==> config.mk <==
export PLATFORM = sky130hd
export DESIGN_NAME = corr_dac_router
export DESIGN_NICKNAME = d
export VERILOG_FILES = /design/src/rtl/corr_dac_router_pkg.sv /design/src/rtl/cdr_flags.sv /design/src/rtl/cdr_fifo.sv /design/src/rtl/cdr_bufport.sv /design/src/rtl/corr_dac_router.sv
export SDC_FILE = /design/constraint.sdc
export NUM_CORES = 1
export LEC_CHECK = 0
export BUFFER_PORTS_ARGS = -buffer_cell sky130_fd_sc_hd__buf_2
export CAP_MARGIN = 20
export CELL_PAD_IN_SITES_DETAIL_PLACEMENT = 0
export CELL_PAD_IN_SITES_GLOBAL_PLACEMENT = 1
export CORE_ASPECT_RATIO = 1.25
export CORE_MARGIN = 4
export CORE_UTILIZATION = 38
export CTS_CLUSTER_SIZE = 24
export DETAILED_ROUTE_END_ITERATION = 7
export PLACE_DENSITY = 0.72
export SLEW_MARGIN = 15
export SYNTH_ARGS = -nofsm -noshare
export SYNTH_HDL_FRONTEND = slang
export SYNTH_SLANG_ARGS = --single-unit
==> constraint.sdc <==
create_clock -name clk -period 9.95 [get_ports clk]
set_input_delay 1.4925 -clock clk [delete_from_list [all_inputs] [get_ports clk]]
set_output_delay 1.4925 -clock clk [all_outputs]
set_load 0.01 [all_outputs]
==> src/rtl/corr_dac_router_pkg.sv <==
// Shared types and status-word bit positions for the DAC input router.
package corr_dac_router_pkg;

    typedef enum logic [1:0] {
        RT_BOTH   = 2'd0,
        RT_DAC    = 2'd1,
        RT_REPLAY = 2'd2,
        RT_BUF    = 2'd3
    } route_e;

    localparam int STAT_W  = 11;
    localparam int ST_LOCK = 0;
    localparam int ST_STRT = 1;
    localparam int ST_DVAL = 2;
    localparam int ST_EMPT = 3;
    localparam int ST_HALF = 4;
    localparam int ST_FULL = 5;
    localparam int ST_OVFL = 6;
    localparam int ST_ACQ  = 7;
    localparam int ST_RTLO = 8;
    localparam int ST_RTHI = 9;
    localparam int ST_RUNM = 10;

endpackage

==> src/rtl/cdr_flags.sv <==
// Sticky start and clock-health flags plus the registered data-valid bit.
// Assumes init is a synchronous one-cycle request; init wins over all other inputs.
module cdr_flags (
    input  logic clk,
    input  logic rst_n,
    input  logic init,
    input  logic clk_ok,
    input  logic start_pulse,
    input  logic lnk_valid,
    output logic lock_q,
    output logic start_q,
    output logic dval_q
);

    // Clock-health flag: drops on a missed period, restored only by init.
    always_ff @(posedge clk) begin
        if (!rst_n || init) lock_q <= 1'b1;
        else if (!clk_ok)   lock_q <= 1'b0;
    end

    // Start flag: set by the start pulse, cleared only by reset or init.
    always_ff @(posedge clk) begin
        if (!rst_n || init)   start_q <= 1'b0;
        else if (start_pulse) start_q <= 1'b1;
    end

    // Data-valid: link activity seen in the previous cycle.
    always_ff @(posedge clk) begin
        if (!rst_n) dval_q <= 1'b0;
        else        dval_q <= lnk_valid;
    end

    a_r4_start_sticky: assert property (@(posedge clk) disable iff (!rst_n)
        (start_q && !init) |=> start_q);
    a_r4_start_set: assert property (@(posedge clk) disable iff (!rst_n)
        (start_pulse && !init) |=> start_q);
    a_r5_lock_drop: assert property (@(posedge clk) disable iff (!rst_n)
        (!clk_ok && !init) |=> !lock_q);
    a_r5_lock_sticky: assert property (@(posedge clk) disable iff (!rst_n)
        (!lock_q && !init) |=> !lock_q);

endmodule

==> src/rtl/cdr_fifo.sv <==
// Elastic sample FIFO with level flags and a sticky overflow flag.
// Assumes DEPTH is a power of two; pop is never requested while empty.
module cdr_fifo #(
    parameter int DW    = 16,
    parameter int DEPTH = 16
) (
    input  logic          clk,
    input  logic          rst_n,
    input  logic          clr,
    input  logic          push,
    input  logic          pop,
    input  logic [DW-1:0] wdata,
    output logic [DW-1:0] head,
    output logic          empty,
    output logic          half,
    output logic          full,
    output logic          ovf
);

    localparam int PW = $clog2(DEPTH);
    localparam int CW = PW + 1;

    logic [DW-1:0] slots [DEPTH];
    logic [PW-1:0] wp, rp;
    logic [CW-1:0] cnt;
    logic          accept, take;

    assign accept = push && (!full || pop);
    assign take   = pop && !empty;
    assign head   = slots[rp];
    assign empty  = (cnt == '0);
    assign full   = (cnt == CW'(DEPTH));
    assign half   = (cnt >= CW'(DEPTH / 2));

    // Storage write for accepted words.
    always_ff @(posedge clk) begin
        if (accept) slots[wp] <= wdata;
    end

    // Pointer and level bookkeeping.
    always_ff @(posedge clk) begin
        if (!rst_n || clr) begin
            wp  <= '0;
            rp  <= '0;
            cnt <= '0;
        end else begin
            if (accept) wp <= wp + 1'b1;
            if (take)   rp <= rp + 1'b1;
            cnt <= cnt + CW'(accept) - CW'(take);
        end
    end

    // Sticky overflow: a push refused because the FIFO is full.
    always_ff @(posedge clk) begin
        if (!rst_n || clr)            ovf <= 1'b0;
        else if (push && full && !pop) ovf <= 1'b1;
    end

    a_r7_flags_excl: assert property (@(posedge clk) disable iff (!rst_n)
        !(full && empty));
    a_r7_level_max: assert property (@(posedge clk) disable iff (!rst_n)
        cnt <= CW'(DEPTH));
    a_r8_ovf_sticky: assert property (@(posedge clk) disable iff (!rst_n)
        (ovf && !clr) |=> ovf);
    a_r8_drop_keeps_full: assert property (@(posedge clk) disable iff (!rst_n)
        (push && full && !pop && !clr) |=> (full && ovf));
    a_r8_swap_no_ovf: assert property (@(posedge clk) disable iff (!rst_n)
        (push && pop && full && !ovf && !clr) |=> (full && !ovf));

endmodule

==> src/rtl/cdr_bufport.sv <==
// Buffer memory port: sequential capture of link words and replay address generation.
// Assumes an external synchronous RAM with one cycle of read latency.
module cdr_bufport
    import corr_dac_router_pkg::*;
#(
    parameter int DW = 16,
    parameter int AW = 10
) (
    input  logic          clk,
    input  logic          rst_n,
    input  logic          clr,
    input  route_e        rt,
    input  logic          acq_en,
    input  logic          lnk_valid,
    input  logic [DW-1:0] lnk_data,
    input  logic          run_en,
    input  logic [AW-1:0] replay_last,
    output logic          mem_en,
    output logic          mem_we,
    output logic [AW-1:0] mem_addr,
    output logic [DW-1:0] mem_wdata,
    output logic          rd_vld
);

    logic [AW-1:0] wr_ptr, rd_ptr;
    logic          wr_en, rd_en;

    assign wr_en     = acq_en && lnk_valid && (rt == RT_BOTH || rt == RT_BUF);
    assign rd_en     = (rt == RT_REPLAY) && run_en;
    assign mem_we    = wr_en;
    assign mem_en    = wr_en || rd_en;
    assign mem_addr  = rd_en ? rd_ptr : wr_ptr;
    assign mem_wdata = lnk_data;

    // Capture pointer: ascends per stored word, wraps at the buffer size.
    always_ff @(posedge clk) begin
        if (!rst_n || clr) wr_ptr <= '0;
        else if (wr_en)    wr_ptr <= wr_ptr + 1'b1;
    end

    // Replay pointer: restarts at 0 whenever replay is idle, wraps after replay_last.
    always_ff @(posedge clk) begin
        if (!rst_n || clr || !rd_en)  rd_ptr <= '0;
        else if (rd_ptr == replay_last) rd_ptr <= '0;
        else                            rd_ptr <= rd_ptr + 1'b1;
    end

    // Read-data valid: marks the cycle in which the RAM returns a replay word.
    always_ff @(posedge clk) begin
        if (!rst_n || clr) rd_vld <= 1'b0;
        else               rd_vld <= rd_en;
    end

    a_r9_replay_from_zero: assert property (@(posedge clk) disable iff (!rst_n)
        $rose(rd_en) |-> (mem_addr == '0));
    a_r9_replay_wrap: assert property (@(posedge clk) disable iff (!rst_n)
        (rd_en && !clr && mem_addr == replay_last) |=> (!rd_en || mem_addr == '0));
    a_r2_single_access: assert property (@(posedge clk) disable iff (!rst_n)
        !(wr_en && rd_en));

endmodule

==> src/rtl/corr_dac_router.sv <==
// Top of the DAC input router: routes link correction samples to the DAC through an
// elastic FIFO and/or to the sample buffer, or replays the buffer into the DAC.
// Assumes one clock for link and DAC; DAC codes are offset binary (mid-scale = 2^(DATA_W-1)).
module corr_dac_router
    import corr_dac_router_pkg::*;
#(
    parameter int DATA_W     = 16,
    parameter int BUF_AW     = 10,
    parameter int FIFO_DEPTH = 16
) (
    input  logic              clk,
    input  logic              rst_n,
    input  logic              init,
    input  logic              clk_ok,
    input  logic              acq_en,
    input  logic [1:0]        route,
    input  logic              run_mode,
    input  logic [BUF_AW-1:0] replay_last,
    input  logic              start_pulse,
    input  logic              lnk_valid,
    input  logic [DATA_W-1:0] lnk_data,
    output logic              mem_en,
    output logic              mem_we,
    output logic [BUF_AW-1:0] mem_addr,
    output logic [DATA_W-1:0] mem_wdata,
    input  logic [DATA_W-1:0] mem_rdata,
    output logic [DATA_W-1:0] dac_data,
    output logic [STAT_W-1:0] status
);

    localparam logic [DATA_W-1:0] MID = DATA_W'(1) << (DATA_W - 1);

    route_e            rt;
    logic              lock_q, start_q, dval_q, run_en, dac_path;
    logic              push, pop, f_empty, f_half, f_full, f_ovf, rd_vld;
    logic [DATA_W-1:0] f_head;

    assign rt       = route_e'(route);
    assign run_en   = start_q && lock_q;
    assign dac_path = (rt == RT_BOTH) || (rt == RT_DAC);
    assign push     = acq_en && lnk_valid && dac_path;
    assign pop      = run_en && dac_path && !f_empty;

    cdr_flags u_flags (
        .clk        (clk),
        .rst_n      (rst_n),
        .init       (init),
        .clk_ok     (clk_ok),
        .start_pulse(start_pulse),
        .lnk_valid  (lnk_valid),
        .lock_q     (lock_q),
        .start_q    (start_q),
        .dval_q     (dval_q)
    );

    cdr_fifo #(.DW(DATA_W), .DEPTH(FIFO_DEPTH)) u_fifo (
        .clk  (clk),
        .rst_n(rst_n),
        .clr  (init),
        .push (push),
        .pop  (pop),
        .wdata(lnk_data),
        .head (f_head),
        .empty(f_empty),
        .half (f_half),
        .full (f_full),
        .ovf  (f_ovf)
    );

    cdr_bufport #(.DW(DATA_W), .AW(BUF_AW)) u_buf (
        .clk        (clk),
        .rst_n      (rst_n),
        .clr        (init),
        .rt         (rt),
        .acq_en     (acq_en),
        .lnk_valid  (lnk_valid),
        .lnk_data   (lnk_data),
        .run_en     (run_en),
        .replay_last(replay_last),
        .mem_en     (mem_en),
        .mem_we     (mem_we),
        .mem_addr   (mem_addr),
        .mem_wdata  (mem_wdata),
        .rd_vld     (rd_vld)
    );

    // DAC output register: FIFO word, replay word, or mid-scale when idle.
    always_ff @(posedge clk) begin
        if (!rst_n || init)                         dac_data <= MID;
        else if (pop)                               dac_data <= f_head;
        else if (rt == RT_REPLAY && run_en && rd_vld) dac_data <= mem_rdata;
        else                                        dac_data <= MID;
    end

    // Status word assembly.
    always_comb begin
        status           = '0;
        status[ST_LOCK]  = lock_q;
        status[ST_STRT]  = start_q;
        status[ST_DVAL]  = dval_q;
        status[ST_EMPT]  = f_empty;
        status[ST_HALF]  = f_half;
        status[ST_FULL]  = f_full;
        status[ST_OVFL]  = f_ovf;
        status[ST_ACQ]   = acq_en;
        status[ST_RTLO]  = route[0];
        status[ST_RTHI]  = route[1];
        status[ST_RUNM]  = run_mode;
    end

    a_r6_mid_when_gated: assert property (@(posedge clk) disable iff (!rst_n)
        !run_en |=> (dac_data == MID));
    a_r3_no_push_off_path: assert property (@(posedge clk) disable iff (!rst_n)
        (!dac_path && f_empty && !init) |=> f_empty);
    a_r1_init_clears: assert property (@(posedge clk) disable iff (!rst_n)
        init |=> (status[ST_EMPT] && status[ST_LOCK] && !status[ST_STRT] && !status[ST_OVFL]));

endmodule

======== Word level (Yosys, flattened, before mapping) ========
Memory sizes are Yosys's and may differ from the RTL's. A register that Yosys moved wholly into a read port is not among the register bits.
Index checks and enable logic that the tools add are counted.
cells by class
  eq/ne operators ......................... 5
  div/mod/pow operators ................... 0
  add/subtract/negate cells ............... 6
  muxes and demuxes ....................... 7
  shifts and indexed selects .............. 0
  reductions and logical operators ........ 26
  multipliers ............................. 0
  $lt $le $gt $ge ......................... 1
  bitwise logic cells ..................... 0
operator list
  kind                                                                                  number
  16-bit two-way mux                                                                    2
  10-bit by 1-bit adder with 10-bit output (second input constant)                      2
  1-bit logical AND                                                                     12
  10-bit == test                                                                        1
  10-bit two-way mux                                                                    1
  4-bit by 1-bit adder with 4-bit output (second input constant)                        2
  4-bit two-way mux                                                                     2
  1-bit logical OR                                                                      6
  5-bit by 1-bit adder with 5-bit output                                                1
  5-bit == test (second input constant)                                                 1
  5-bit by 4-bit greater-or-equal comparator with 1-bit output (second input constant)  1
  1-bit logical NOT                                                                     5
  5-bit logical NOT                                                                     1
  5-bit by 1-bit subtractor with 5-bit output                                           1
  2-bit == test (second input constant)                                                 2
  2-bit by 1-bit == test with 1-bit output (second input constant)                      1
  2-bit logical NOT                                                                     1
  1-bit two-way mux                                                                     2
  2-bit OR reduction                                                                    1
storage, ports and cells
  bits in writable memories ............... 256
  latch bits .............................. 0
  word-level logic and storage cells ...... 57
  output and inout bits ................... 55
  input port bits ......................... 52
  register bits after elaboration ......... 54
  ROM bits ................................ 0
  memories kept ........................... 1
memory list
  memory        depth  width  read ports  clocked after Yosys merged registers in  wr ports  line            RTL
  u_fifo.slots  16     16     1           1                                        1         cdr_fifo.sv:23  logic [DW-1:0] slots [DEPTH];

======== Logic depth before layout (Yosys ltp) ========
Gate-level depths: netlist of run 1.
  word-level depth ........................ 8
  mapped depth ............................ 12
  depth with buffers taken out ............ 12

======== Cells and area by module ========
A second synthesis of run 1 with hierarchy kept.
second synthesis, totals
  cells, all modules ...................... 729
  area, all modules ....................... 12687.2 sq um
by module, submodules not included
  module           sequential area each (sq um)  cells an instance  times used  area an instance (sq um)
  cdr_fifo         8047.7                        515                1           10635.2
  cdr_bufport      420.4                         143                1           1262.5
  corr_dac_router  320.3                         63                 1           695.7
  cdr_flags        60.1                          8                  1           93.8

======== Least setup slack after synthesis of run 1 ========
OpenSTA, ideal clock, no wires.
  kind .................................... input-to-reg
  start point ............................. in route[1]
  end point ............................... mem u_fifo.slots[7][0], enable pin
  required time ........................... 9537 ps
  buffers on the path ..................... 1
  library setup time ...................... 413 ps
  arrival ................................. 3796 ps
  slack ................................... 5741 ps
  stages .................................. 7
  cell sequence ........................... inv_1 > ha_1 > o211ai_1 > a21oi_1 > buf_2 > nand2_1 > nor3b_1
on the way
  cells in the longest elaborated chain, start to end .. 8
  elaborated cells between the ends (all ways) .. 10
  classes of those cells .................. eq/ne: 1; mux: 2; reduce/logical: 7
RTL lines
  item                                                                                  line                   RTL
  from (decl)                                                                           corr_dac_router.sv:16  input logic [1:0] route,
  2-bit by 1-bit == test with 1-bit output / 2-bit logical NOT (equally long branches)  corr_dac_router.sv:40  assign dac_path = (rt == RT_BOTH) || (rt == RT_DAC);
  1-bit logical OR *                                                                    corr_dac_router.sv:40
  1-bit logical AND (2 in a row)                                                        corr_dac_router.sv:42  assign pop = run_en && dac_path && !f_empty;
  1-bit logical OR                                                                      cdr_fifo.sv:28         assign accept = push && (!full || pop);
  1-bit logical AND *                                                                   cdr_fifo.sv:28
  net u_fifo.accept                                                                     cdr_fifo.sv:26         logic accept, take;
  1-bit two-way mux *                                                                   cdr_fifo.sv:37         if (accept) slots[wp] <= wdata;
  1-bit two-way mux (implied by the code) *                                             cdr_fifo.sv:37
  to (decl)                                                                             cdr_fifo.sv:23
Mark *: on every way through the listed nets, which the timed path passes. The rest lies on a longest branch.

======== Worst setup path in the final report of run 1 ========
  start point ............................. in route[0]
  end point ............................... out mem_addr[2]
on the way
  cells in the longest elaborated chain, start to end .. 3
RTL lines
  item                line                   RTL
  2-bit == test       cdr_bufport.sv:29      assign rd_en = (rt == RT_REPLAY) && run_en;
  1-bit logical AND   cdr_bufport.sv:29
  10-bit two-way mux  cdr_bufport.sv:32      assign mem_addr = rd_en ? rd_ptr : wr_ptr;
  to (decl)           corr_dac_router.sv:24  output logic [BUF_AW-1:0] mem_addr,
No other way between the ends.

==> results of run 1 <==
[cell families (layout without fill, tap and decap cells)]
family / after synthesis / after routing / share of synthesized area [%]
mux: 107 / 107 / 15.0
xor+xnor: 35 / 35 / 2.42
simple gates: 123 / 123 / 5.36
fa+ha+maj: 18 / 18 / 1.84
buf+inv: 75 / 193 / 3.34
flops: 314 / 314 / 69.9
compound gates: 31 / 31 / 2.06
[layout make-up]
type                    instances  area [um^2]
clock buffers                  43          841
well taps                     418          523
multi-input cells             314         3410
inverters                      19         71.3
clock inverters                14         87.6
flip-flops and latches        314         8850
repair buffers                117          631
fillers                      2919        18400
[worst max path at each step]
stage / from / endpoint / slack (ps) / cells after the start
3_5_place_dp: route[1] / u_fifo.slots[6][11]$_DFFE_PP_ / 5260 / 8
3_3_place_gp: route[1] / u_fifo.slots[6][11]$_DFFE_PP_ / 5420 / 8
2_1_floorplan: route[1] / u_fifo.slots[7][0]$_DFFE_PP_ / 5740 / 7
5_1_grt: route[0] / mem_addr[0] / 5540 / 6
4_1_cts: route[0] / mem_addr[6] / 5640 / 6
6_report: route[0] / mem_addr[2] / 5650 / 6
[Yosys cell counts (5+ instances only)]
library cell,number,area share [%]
dfxtp_1,58,9.2
inv_1,19,0.56
nor2_1,37,1.1
xor2_1,7,0.48
buf_2,11,0.44
buf_4,32,1.9
clkbuf_1,7,0.21
buf_1,5,0.15
a21oi_1,6,0.24
mux4_2,64,11
edfxtp_1,256,61
nand4_1,6,0.30
ha_1,17,1.7
and3_1,5,0.25
mux2i_1,18,1.4
nor2b_1,17,0.84
mux2_2,25,2.2
and2_1,7,0.35
xnor2_1,28,1.9
nor3_1,6,0.24
nor3b_1,6,0.36
nand3_1,9,0.36
nand2_1,15,0.44
a221o_1,15,1.2
[flip-flops by register name, indices dropped and copies added, names as in the netlist, named ones only]
register,cells
dac_data,16
u_buf.rd_ptr,10
u_buf.rd_vld,1
u_buf.wr_ptr,10
u_fifo.cnt,5
u_fifo.ovf,1
u_fifo.rp,4
u_fifo.slots,256
u_fifo.wp,4
u_flags.dval_q,1
u_flags.lock_q,1
u_flags.start_q,1
[layer usage]
| layer | part of all wire [%] | vias to the layer above | global-route usage (%) |
|---|---|---|---|
| li1 | - | 2901 | - |
| met1 | 42 | 3203 | 20.0 |
| met2 | 50 | 192 | 25.0 |
| met3 | 6.1 | 34 | 2.14 |
| met4 | 2.2 | 0 | 3.91 |
| met5 | 0 | - | 0 |
[layout by cell type (no fill, tap or decap), types with 2 or more instances in the layout]
cell       instances
clkinv_1           9
clkbuf_8           2
a221o_1           15
and2_1             7
buf_2            104
nor2b_1           17
mux4_2            64
ha_1              17
mux2i_1           18
a21oi_1            6
clkbuf_16         31
nand2_1           15
and4_1             4
mux2_2            25
edfxtp_1         256
xor2_1             7
nor3b_1            2
nor3b_2            4
nand3_1            9
nor3_1             6
xnor2_1           28
buf_4             11
nand4_1            6
dfxtp_1           55
dfxtp_2            2
o211ai_1           2
clkinv_2           3
nor2_1            37
clkbuf_1          10
inv_1             19
nor4_1             2
and3_1             5
[power by group through the flow]
stage	clock [mW]	combinational, mW	sequential (mW)
finish	1.07	0.0588	1.42
floorplan	0	0.0269	1.45
detailed placement	0	0.0605	1.45
CTS	1.09	0.0606	1.42
global placement	0	0.0592	1.45
global route	1.16	0.0658	1.42
[per-stage QoR]
stage | area (um^2) | power [mW]
after floorplan | 12700 | 1.48
final | 14400 | 2.55
after CTS | 14400 | 2.58
after global placement | 13500 | 1.51
after detailed placement | 13500 | 1.51
after global routing | 14400 | 2.65
[critical path: stages]
cell and delay [ps]:
buf_2 110, inv_1 70, ha_1 140, nand3_1 410, mux2_2 430, buf_2 140
==> results.py, run 1 <==
metrics = {
    "clocking": {
        "cts_resized": 0,
        "htree_levels": 1,
        "numCtsBuffers": 31,
        "clk_latency_ps": 540,
        "cts.path.max_buffers": 3,
        "cts.clk_slew.worst_paths_ps": 60,
        "clock-sinks": 314,
        "cts_tree": "yes",
        "clockRootBuffer": "clkbuf_16",
        "holdBufCountCts": 0,
        "cts_setup_buffers": 0,
    },
    "grt": {
        "grt_usage_pct": 14.7,
        "overflow": 0,
        "grt_pass1_vias": 6665,
        "grt_max_degree": 65,
        "grt_pass1_wl_um": 40400,
        "grt_antenna_before_repair": 0,
    },
    "logic_synthesis": {
        "ys.warnings.count": 0,
        "synth-seq-cells": 314,
        "synth.distinct_cells": 45,
        "avgSynthCellArea_um2": 18.0,
        "synth_cells": 703,
        "synth-main-ff-cell": "edfxtp_1",
        "syn-num-nets": 773,
        "synthArstFlopShare_pct": 0,
        "synth.cell_area_um2": 12700,
        "synth_seq_area_share_pct": 69.9,
        "synth_edf_count": 256,
    },
    "final_layout": {
        "fin_cells": 1239,
        "antenna_cells": 0,
        "nets": 867,
        "post-route-util_pct": 44.0,
        "area_growth_pct": 14.0,
        "drive_gt1_share_pct": 31.4,
    },
    "floorplanning": {
        "core-area_um2": 32800,
        "die_w_um": 171,
        "ioPinCount": 107,
        "dieArea_um2": 36300,
        "initial_utilization_pct": 38.6,
        "num_rows": 74,
        "fp.dieH_um": 212,
    },
    "timing": {
        "slew_headroom_pct": 37.3,
        "worstMarginPinSlew_ps": 940,
        "setup-tns-final_ps": 0,
        "drv_slew": 0,
        "hold-worst-slack_ps": 481,
        "hold_viol": 0,
        "post-route-period-util_pct": 43.2,
        "setup_viol": 0,
        "skew_ps": 7.60,
        "min_period_ps": 4300,
        "setup_ws_ps": 5650,
        "rsz0062_at_grt": "no",
        "fmax_mhz": 232,
    },
    "outcome": {
        "status": "completed",
    },
    "drt": {
        "route.detailed.wl_per_inst_um": 21.4,
        "ant_nets": 0,
        "vias_per_cell": 5.11,
        "drcViolationCount": 0,
        "drtIter0Drc": 384,
        "routed-via-count": 6330,
        "drt_wl_total_um": 26500,
        "dr.pass1.iters": 4,
    },
    "power": {
        "seq_power_share_pct": 55.8,
        "power.share.clock_pct": 41.9,
        "combinationalPowerShare_pct": 2.3,
        "cellLeakagePower_nw": 4.76,
        "powerDensity_nw_per_um2": 177,
        "netSwitchingFraction_pct": 19.6,
        "p_switching_uw": 500,
        "vdd_drop_max_mv": 0.120,
        "p_int_mw": 2.05,
    },
    "placed_design": {
        "pre_cts_ws_ps": 5260,
        "gp_congestion": 0.742,
        "placedCellCount": 1180,
        "portBuffers": 104,
        "dp_hpwl_um": 17400,
    },
    "setup_path": {
        "rr_startpoint": "u_fifo.cnt[2]$_SDFF_PP0_",
        "reg2reg_depth": 7,
        "worst-r2r-setup-slack_ps": 7010,
        "crit_path_start_kind": "input pin",
        "cp.required_ps": 8460,
        "cp-end-kind": "output pin",
        "worstPathArrival_ps": 2810,
        "critical_path_class": "input pin to output pin",
        "rr_endpoint": "u_fifo.slots[2][2]$_DFFE_PP_",
        "path_max_fanout": 13,
    },
    "hold_path": {
        "hold_end": "u_fifo.ovf$_SDFFE_PP0P_",
        "hp-start": "u_fifo.ovf$_SDFFE_PP0P_",
        "min_path_cells": 2,
        "hold_path_class": "register to register",
    },
    "flow_run": {
        "max_cap_viol_count": 0,
    },
}
No activity file was read; power rests on OpenSTA's default activity.
==> run 2: changes to the inputs <==
--- a/config.mk
+++ b/config.mk
@@ -14,7 +14,7 @@
 export CORE_UTILIZATION = 38
 export CTS_CLUSTER_SIZE = 24
 export DETAILED_ROUTE_END_ITERATION = 7
-export PLACE_DENSITY = 0.72
+export PLACE_DENSITY = 0.74
 export SLEW_MARGIN = 15
 export SYNTH_ARGS = -nofsm -noshare
 export SYNTH_HDL_FRONTEND = slang
==> constraint.sdc (replaced) <==
create_clock -name clk -period 3.81 [get_ports clk]
set_input_delay 0.5715 -clock clk [delete_from_list [all_inputs] [get_ports clk]]
set_output_delay 0.5715 -clock clk [all_outputs]
set_load 0.01 [all_outputs]
==> run 2 against run 1 <==
  * Final area is 2.0% higher
  * Highest routed layer unchanged
  * Cell count is 1.3% higher
  * Via count is 2.1% higher
  * Sequential share of layout area is 1.2 points lower
  * Worst hold slack worse by 210 ps
  * First-iteration DRC count is 15% higher
  * Wire length is 0.75% higher
  * Largest cell class unchanged
  * Clock power grew to 3.1 times the previous value
  * Total power grew to 2.8 times the previous value
  * Sequential power grew to 2.6 times the previous value
  * Critical path depth is 6 higher
  * Combinational power grew to 2.5 times the previous value
==> results.py, run 2 (synthesized netlist as in run 1, its figures left out) <==
metrics = {
    "grt": {
        "grt_antenna_before_repair": 1,
        "grt_pass1_vias": 6785,
        "grt_max_degree": 29,
        "overflow": 0,
        "grt_usage_pct": 14.9,
        "grt_pass1_wl_um": 41000,
    },
    "timing": {
        "slew_headroom_pct": 30.4,
        "drv_slew": 0,
        "fmax_mhz": 366,
        "worstMarginPinSlew_ps": 1040,
        "rsz0062_at_grt": "no",
        "setup_viol": 0,
        "min_period_ps": 2730,
        "post-route-period-util_pct": 71.7,
        "hold_viol": 0,
        "setup-tns-final_ps": 0,
        "skew_ps": 32.3,
        "hold-worst-slack_ps": 268,
    },
    "setup_path": {
        "slowest_stage": "nor4b_4",
        "cpLargestDelayFamily": "adder cells",
        "critical_path_class": "register to register",
        "crit_buf_inv": 2,
        "crit_path_start_kind": "register",
        "max_stage_delay_ps": 480,
        "rr_endpoint": "u_fifo.cnt[4]$_SDFF_PP0_",
        "path_cells": "inv_1 -> ha_1 -> nor4b_4 -> nor2_2 -> ha_1 -> inv_1 -> ha_1 -> fa_1 -> a21oi_1 -> o21bai_1 -> xor2_1 -> nor2_1",
        "cp-end-kind": "register",
        "reg2reg_depth": 12,
        "path_max_fanout": 7,
        "cp_common_cell": "ha_1",
        "worstPathArrival_ps": 3110,
        "rr_startpoint": "u_fifo.cnt[2]$_SDFF_PP0_",
        "worst-r2r-setup-slack_ps": 1080,
        "cp.required_ps": 4180,
    },
    "power": {
        "cellLeakagePower_nw": 4.92,
        "powerDensity_nw_per_um2": 486,
        "vdd_drop_max_mv": 0.251,
    },
    "drt": {
        "drtIter0Drc": 442,
        "dr.pass1.iters": 5,
        "route.detailed.wl_per_inst_um": 21.3,
        "vias_per_cell": 5.15,
        "ant_nets": 0,
        "routed-via-count": 6466,
        "drt_wl_total_um": 26700,
        "drcViolationCount": 0,
    },
    "floorplanning": {
        "initial_utilization_pct": 38.6,
        "num_rows": 74,
        "core-area_um2": 32800,
        "die_w_um": 171,
        "fp.dieH_um": 212,
        "ioPinCount": 107,
        "dieArea_um2": 36300,
    },
    "hold_path": {
        "hold_path_class": "input pin to register",
        "min_path_cells": 3,
        "hold_end": "u_flags.start_q$_SDFFE_PP0P_",
        "hp-start": "start_pulse",
    },
    "clocking": {
        "clk_latency_ps": 520,
        "htree_levels": 2,
        "cts_setup_buffers": 0,
        "numCtsBuffers": 34,
        "cts.path.max_buffers": 3,
        "holdBufCountCts": 0,
        "cts_resized": 0,
        "cts.clk_slew.worst_paths_ps": 60,
        "cts_tree": "yes",
        "clock-sinks": 314,
        "clockRootBuffer": "clkbuf_16",
    },
    "final_layout": {
        "nets": 883,
        "fin_cells": 1255,
        "largest_registers": "u_fifo.slots x256, dac_data x16",
        "largest_reg_flops": 256,
        "drive_gt1_share_pct": 33.8,
        "antenna_cells": 0,
        "final_common_cell": "edfxtp_1",
        "n_fill_cell": 2856,
        "top_register": "u_fifo.slots",
        "layout_common_cells": "edfxtp_1 (256), buf_2 (104), mux4_2 (64)",
        "area_growth_pct": 16.2,
    },
    "placed_design": {
        "gp_congestion": 0.773,
        "dp_hpwl_um": 16600,
        "portBuffers": 104,
        "placedCellCount": 1195,
    },
    "outcome": {
        "status": "completed",
    },
    "flow_run": {
        "max_cap_viol_count": 0,
    },
}
==> run 2: worst min-delay path, delay by kind of cell <==
kind | cells | cell delay, ps
buf+inv | 1 | 70
simple gates | 2 | 90
==> run 2: metal layers <==
layer | track usage (%) | vias to the layer above | wire [um]
met1 | 20.0 | 3256 | 11400
met2 | 24.4 | 219 | 12900
met5 | 0 | - | 0
met3 | 3.20 | 49 | 1760
li1 | - | 2942 | -
met4 | 4.62 | 0 | 673
==> run 2: final cells by class <==
cell class	instances	area, um^2	area share [%]
multi-input combinational	314	3410	23.2
clock inverter	23	259	1.76
clock buffer	37	862	5.86
inverter	19	71.3	0.485
tap	418	523	3.56
timing repair buffer	130	728	4.95
sequential	314	8850	60.2
==> run 2: power breakdown <==
group	leakage, nW	switching (mW)	internal, mW
Combinational	1.60	0.0950	0.0522
Sequential	2.77	0.00470	3.71
Clock	0.544	1.31	1.98
Total	4.92	1.40	5.75
==> run 2: worst max-delay path by stage <==
| stage | slack, ps | end | from | cells after the start |
|---|---|---|---|---|
| after floorplan | 520 | u_fifo.slots[7][0]$_DFFE_PP_ | route[1] | 7 |
| after global placement | 940 | u_fifo.cnt[4]$_SDFF_PP0_ | route[0] | 14 |
| after global routing | 840 | u_fifo.cnt[4]$_SDFF_PP0_ | u_fifo.cnt[2]$_SDFF_PP0_ | 12 |
| after CTS | 1030 | u_fifo.cnt[4]$_SDFF_PP0_ | u_fifo.cnt[2]$_SDFF_PP0_ | 12 |
| final | 1080 | u_fifo.cnt[4]$_SDFF_PP0_ | u_fifo.cnt[2]$_SDFF_PP0_ | 12 |
| after detailed placement | 850 | u_fifo.cnt[4]$_SDFF_PP0_ | route[0] | 14 |
==> run 2: per-stage QoR <==
step                      utilization, %  total power [mW]  setup slack, ps  cell area (um^2)
after floorplan                        -              3.86              522             12700
after global placement              41.5              3.94              939             13600
after detailed placement            41.5              3.94              853             13600
after CTS                           44.9              7.24             1030             14700
after global routing                44.9              7.41              838             14700
final                               44.9              7.15             1080             14700
==> run 3: changes to the inputs <==
--- a/config.mk
+++ b/config.mk
@@ -5,6 +5,7 @@
 export SDC_FILE = /design/constraint.sdc
 export NUM_CORES = 1
 export LEC_CHECK = 0
+export ABC_AREA = 1
 export BUFFER_PORTS_ARGS = -buffer_cell sky130_fd_sc_hd__buf_2
 export CAP_MARGIN = 20
 export CELL_PAD_IN_SITES_DETAIL_PLACEMENT = 0
@@ -14,7 +15,7 @@
 export CORE_UTILIZATION = 38
 export CTS_CLUSTER_SIZE = 24
 export DETAILED_ROUTE_END_ITERATION = 7
-export PLACE_DENSITY = 0.74
+export PLACE_DENSITY = 0.77
 export SLEW_MARGIN = 15
 export SYNTH_ARGS = -nofsm -noshare
 export SYNTH_HDL_FRONTEND = slang
==> constraint.sdc (replaced) <==
create_clock -name clk -period 2.8 [get_ports clk]
set_input_delay 0.42 -clock clk [delete_from_list [all_inputs] [get_ports clk]]
set_output_delay 0.42 -clock clk [all_outputs]
set_load 0.01 [all_outputs]
==> run 3 against run 2 <==
  * Die area grew 10%
  * Sequential power up 36%
  * Clock power rose by 22%
  * Maximum frequency increased by 15%
  * Wire length increased by 29%
  * Global-route usage is 2.1 points higher
  * Critical path depth rose by 1
  * Total power grew 30%
  * Critical endpoint unchanged
  * Highest routed layer unchanged
==> results.py, run 3 <==
metrics = {
    "outcome": {
        "status": "completed",
    },
    "hold_path": {
        "hold_end": "u_flags.dval_q$_SDFF_PN0_",
        "hp-start": "rst_n",
        "min_path_cells": 3,
        "hold_path_class": "input pin to register",
    },
    "logic_synthesis": {
        "syn-num-nets": 1509,
        "synth_top_family_by_area": "simple AND/OR/NAND/NOR gates",
        "synth_edf_count": 256,
        "synth.distinct_cells": 35,
        "yosysTopAreaCellShare_pct": 54.9,
        "synthArstFlopShare_pct": 0,
        "synth_seq_area_share_pct": 63.2,
        "synth.cell_area_um2": 14000,
        "synth-seq-cells": 314,
        "yosys-top-cells-count": "nand2_1 (477), edfxtp_1 (256), nand3_1 (186)",
        "synth_xor_area_share_pct": 1.06,
        "synth_most_common_cell": "nand2_1",
        "ys.warnings.count": 0,
        "avgSynthCellArea_um2": 9.73,
        "synth-simple-area-share_pct": 22.2,
        "synth_compound_area_share_pct": 2.24,
        "synth_area_leader_cell": "edfxtp_1",
        "synthAdderAreaFrac_pct": 1.66,
        "synth-main-ff-cell": "edfxtp_1",
        "synthMuxAreaShare_pct": 0,
        "yosys-top-cells-area": "edfxtp_1 (55%), nand2_1 (13%), dfxtp_1 (8.3%), nand3_1 (6.6%), inv_1 (5.0%)",
        "synth_cells": 1439,
    },
    "setup_path": {
        "reg2reg_depth": 13,
        "max_stage_delay_ps": 410,
        "worstPathArrival_ps": 2830,
        "rr_startpoint": "u_fifo.cnt[2]$_SDFF_PP0_",
        "crit_buf_inv": 3,
        "cp-end-kind": "register",
        "path_cells": "inv_1 -> ha_1 -> nand4_1 -> nand2_2 -> inv_2 -> ha_1 -> inv_1 -> ha_1 -> fa_1 -> a21oi_1 -> o21bai_1 -> o21ai_0 -> a21oi_1",
        "path_max_fanout": 4,
        "cpLargestDelayFamily": "adder cells",
        "cp.depth": 13,
        "slowest_stage": "fa_1",
        "rr_endpoint": "u_fifo.cnt[4]$_SDFF_PP0_",
        "cp_common_cell": "ha_1",
        "worst-r2r-setup-slack_ps": 420,
        "cp.required_ps": 3260,
        "crit_path_start_kind": "register",
        "critical_path_class": "register to register",
    },
    "clocking": {
        "htree_levels": 1,
        "numCtsBuffers": 30,
        "clock-sinks": 314,
        "cts_tree": "yes",
        "cts.clk_slew.worst_paths_ps": 70,
        "holdBufCountCts": 0,
        "cts.path.max_buffers": 3,
        "clk_latency_ps": 570,
        "cts_setup_buffers": 0,
        "cts_resized": 0,
        "clockRootBuffer": "clkbuf_16",
    },
    "power": {
        "cellLeakagePower_nw": 6.58,
        "vdd_drop_max_mv": 0.449,
        "powerDensity_nw_per_um2": 589,
    },
    "grt": {
        "grt_usage_pct": 17.0,
        "overflow": 0,
        "grt_antenna_before_repair": 0,
        "grt_pass1_vias": 9326,
        "grt_pass1_wl_um": 53500,
        "grt_max_degree": 129,
    },
    "drt": {
        "drtIter0Drc": 695,
        "ant_nets": 0,
        "drcViolationCount": 0,
        "dr.pass1.iters": 5,
        "routed-via-count": 9751,
        "drt_wl_total_um": 34500,
        "route.detailed.wl_per_inst_um": 17.1,
        "vias_per_cell": 4.82,
    },
    "final_layout": {
        "largest_reg_flops": 256,
        "final_cell_area_um2": 15800,
        "largest_registers": "u_fifo.slots x256, dac_data x16",
        "multi_input_area_um2": 3860,
        "seq_area_um2": 8850,
        "nets": 1588,
        "final_common_cell": "nand2_1",
        "post-route-util_pct": 43.6,
        "drive_gt1_share_pct": 14.2,
        "top_register": "u_fifo.slots",
        "fin_cells": 2021,
        "area_growth_pct": 13.0,
        "n_fill_cell": 3476,
        "layout_common_cells": "nand2_1 (477), edfxtp_1 (256), nand3_1 (186)",
        "antenna_cells": 0,
    },
    "placed_design": {
        "gp_congestion": 0.832,
        "portBuffers": 104,
        "dp_hpwl_um": 21300,
        "placedCellCount": 1966,
        "placed_area_um2": 14800,
    },
    "floorplanning": {
        "dieArea_um2": 40000,
        "ioPinCount": 107,
        "num_rows": 78,
        "initial_utilization_pct": 38.6,
        "die_w_um": 180,
        "core-area_um2": 36300,
        "fp.dieH_um": 223,
    },
    "timing": {
        "hold-worst-slack_ps": 46.5,
        "fmax_mhz": 421,
        "setup-tns-final_ps": 0,
        "skew_ps": 23.7,
        "setup_viol": 0,
        "post-route-period-util_pct": 84.9,
        "rsz0062_at_grt": "no",
        "worstMarginPinSlew_ps": 712,
        "drv_slew": 0,
        "hold_viol": 0,
        "slew_headroom_pct": 52.5,
        "min_period_ps": 2380,
    },
    "flow_run": {
        "max_cap_viol_count": 0,
    },
}
-- run 3: changes by cell type in the layout (fill, tap and decap cells not counted), sizes merged, moves of 15 or more --
| cell | before | now |
|---|---|---|
| a21oi | 6 | 32 |
| inv | 21 | 190 |
| nand3 | 9 | 188 |
| nand2 | 15 | 484 |
| o21ai | 1 | 26 |
| mux4 | 64 | 0 |
| nor2 | 38 | 59 |
| a221o | 15 | 0 |
| nor2b | 17 | 0 |
| xnor2 | 28 | 4 |
| mux2i | 18 | 0 |
| mux2 | 25 | 0 |
-- run 3: how the worst max path moves through the flow --
stage / slack (ps) / start / to
after floorplan: 210 / route[0] / u_fifo.slots[3][0]$_DFFE_PP_
after global placement: 160 / route[0] / u_fifo.cnt[4]$_SDFF_PP0_
after detailed placement: 170 / route[1] / u_fifo.cnt[4]$_SDFF_PP0_
after CTS: 410 / u_fifo.cnt[3]$_SDFF_PP0_ / u_fifo.cnt[4]$_SDFF_PP0_
after global routing: 190 / u_fifo.cnt[2]$_SDFF_PP0_ / u_fifo.cnt[4]$_SDFF_PP0_
final: 420 / u_fifo.cnt[2]$_SDFF_PP0_ / u_fifo.cnt[4]$_SDFF_PP0_
-- run 3: through the flow --
stage               total power [mW]  worst slack, ps
global route                    9.66              189
global placement                5.40              158
finish                          9.32              424
detailed placement              5.40              172
floorplan                       5.27              209
CTS                             9.42              412
-- run 3: tightest hold or removal path: stages --
cell and delay, ps:
buf_2 90, nand2_1 50, inv_1 40
-- run 3: cells by family (layout without fill, tap and decap cells) --
logic type,count (synthesis),in the layout
xor+xnor,17,17
compound gates,61,61
fa+ha+maj,18,18
buf+inv,282,384
simple gates,747,747
flops,314,314
-- run 3: power by group --
part | total [mW] | switching, mW | leakage, nW | internal, mW
registers | 5.06 | 0.00680 | 2.77 | 5.05
clock network | 4.02 | 1.69 | 0.480 | 2.33
logic | 0.238 | 0.169 | 3.33 | 0.0686
total | 9.32 | 1.86 | 6.58 | 7.45
-- run 3: area by class of cell --
class                           instances  share of cell area (%)
Inverter                              192                    4.58
Clock buffer                           41                    5.45
Timing Repair Buffer                  137                    5.09
Multi-Input combinational cell        843                    24.4
Tap cell                              480                    3.79
Sequential cell                       314                    55.9
Clock inverter                         14                   0.798
-- run 3: layer usage --
metal  routed length (um)  GRT usage, %
met5                    0             0
met4                  687          4.57
met3                 1530          1.87
met2                17500          29.9
met1                14900          22.3
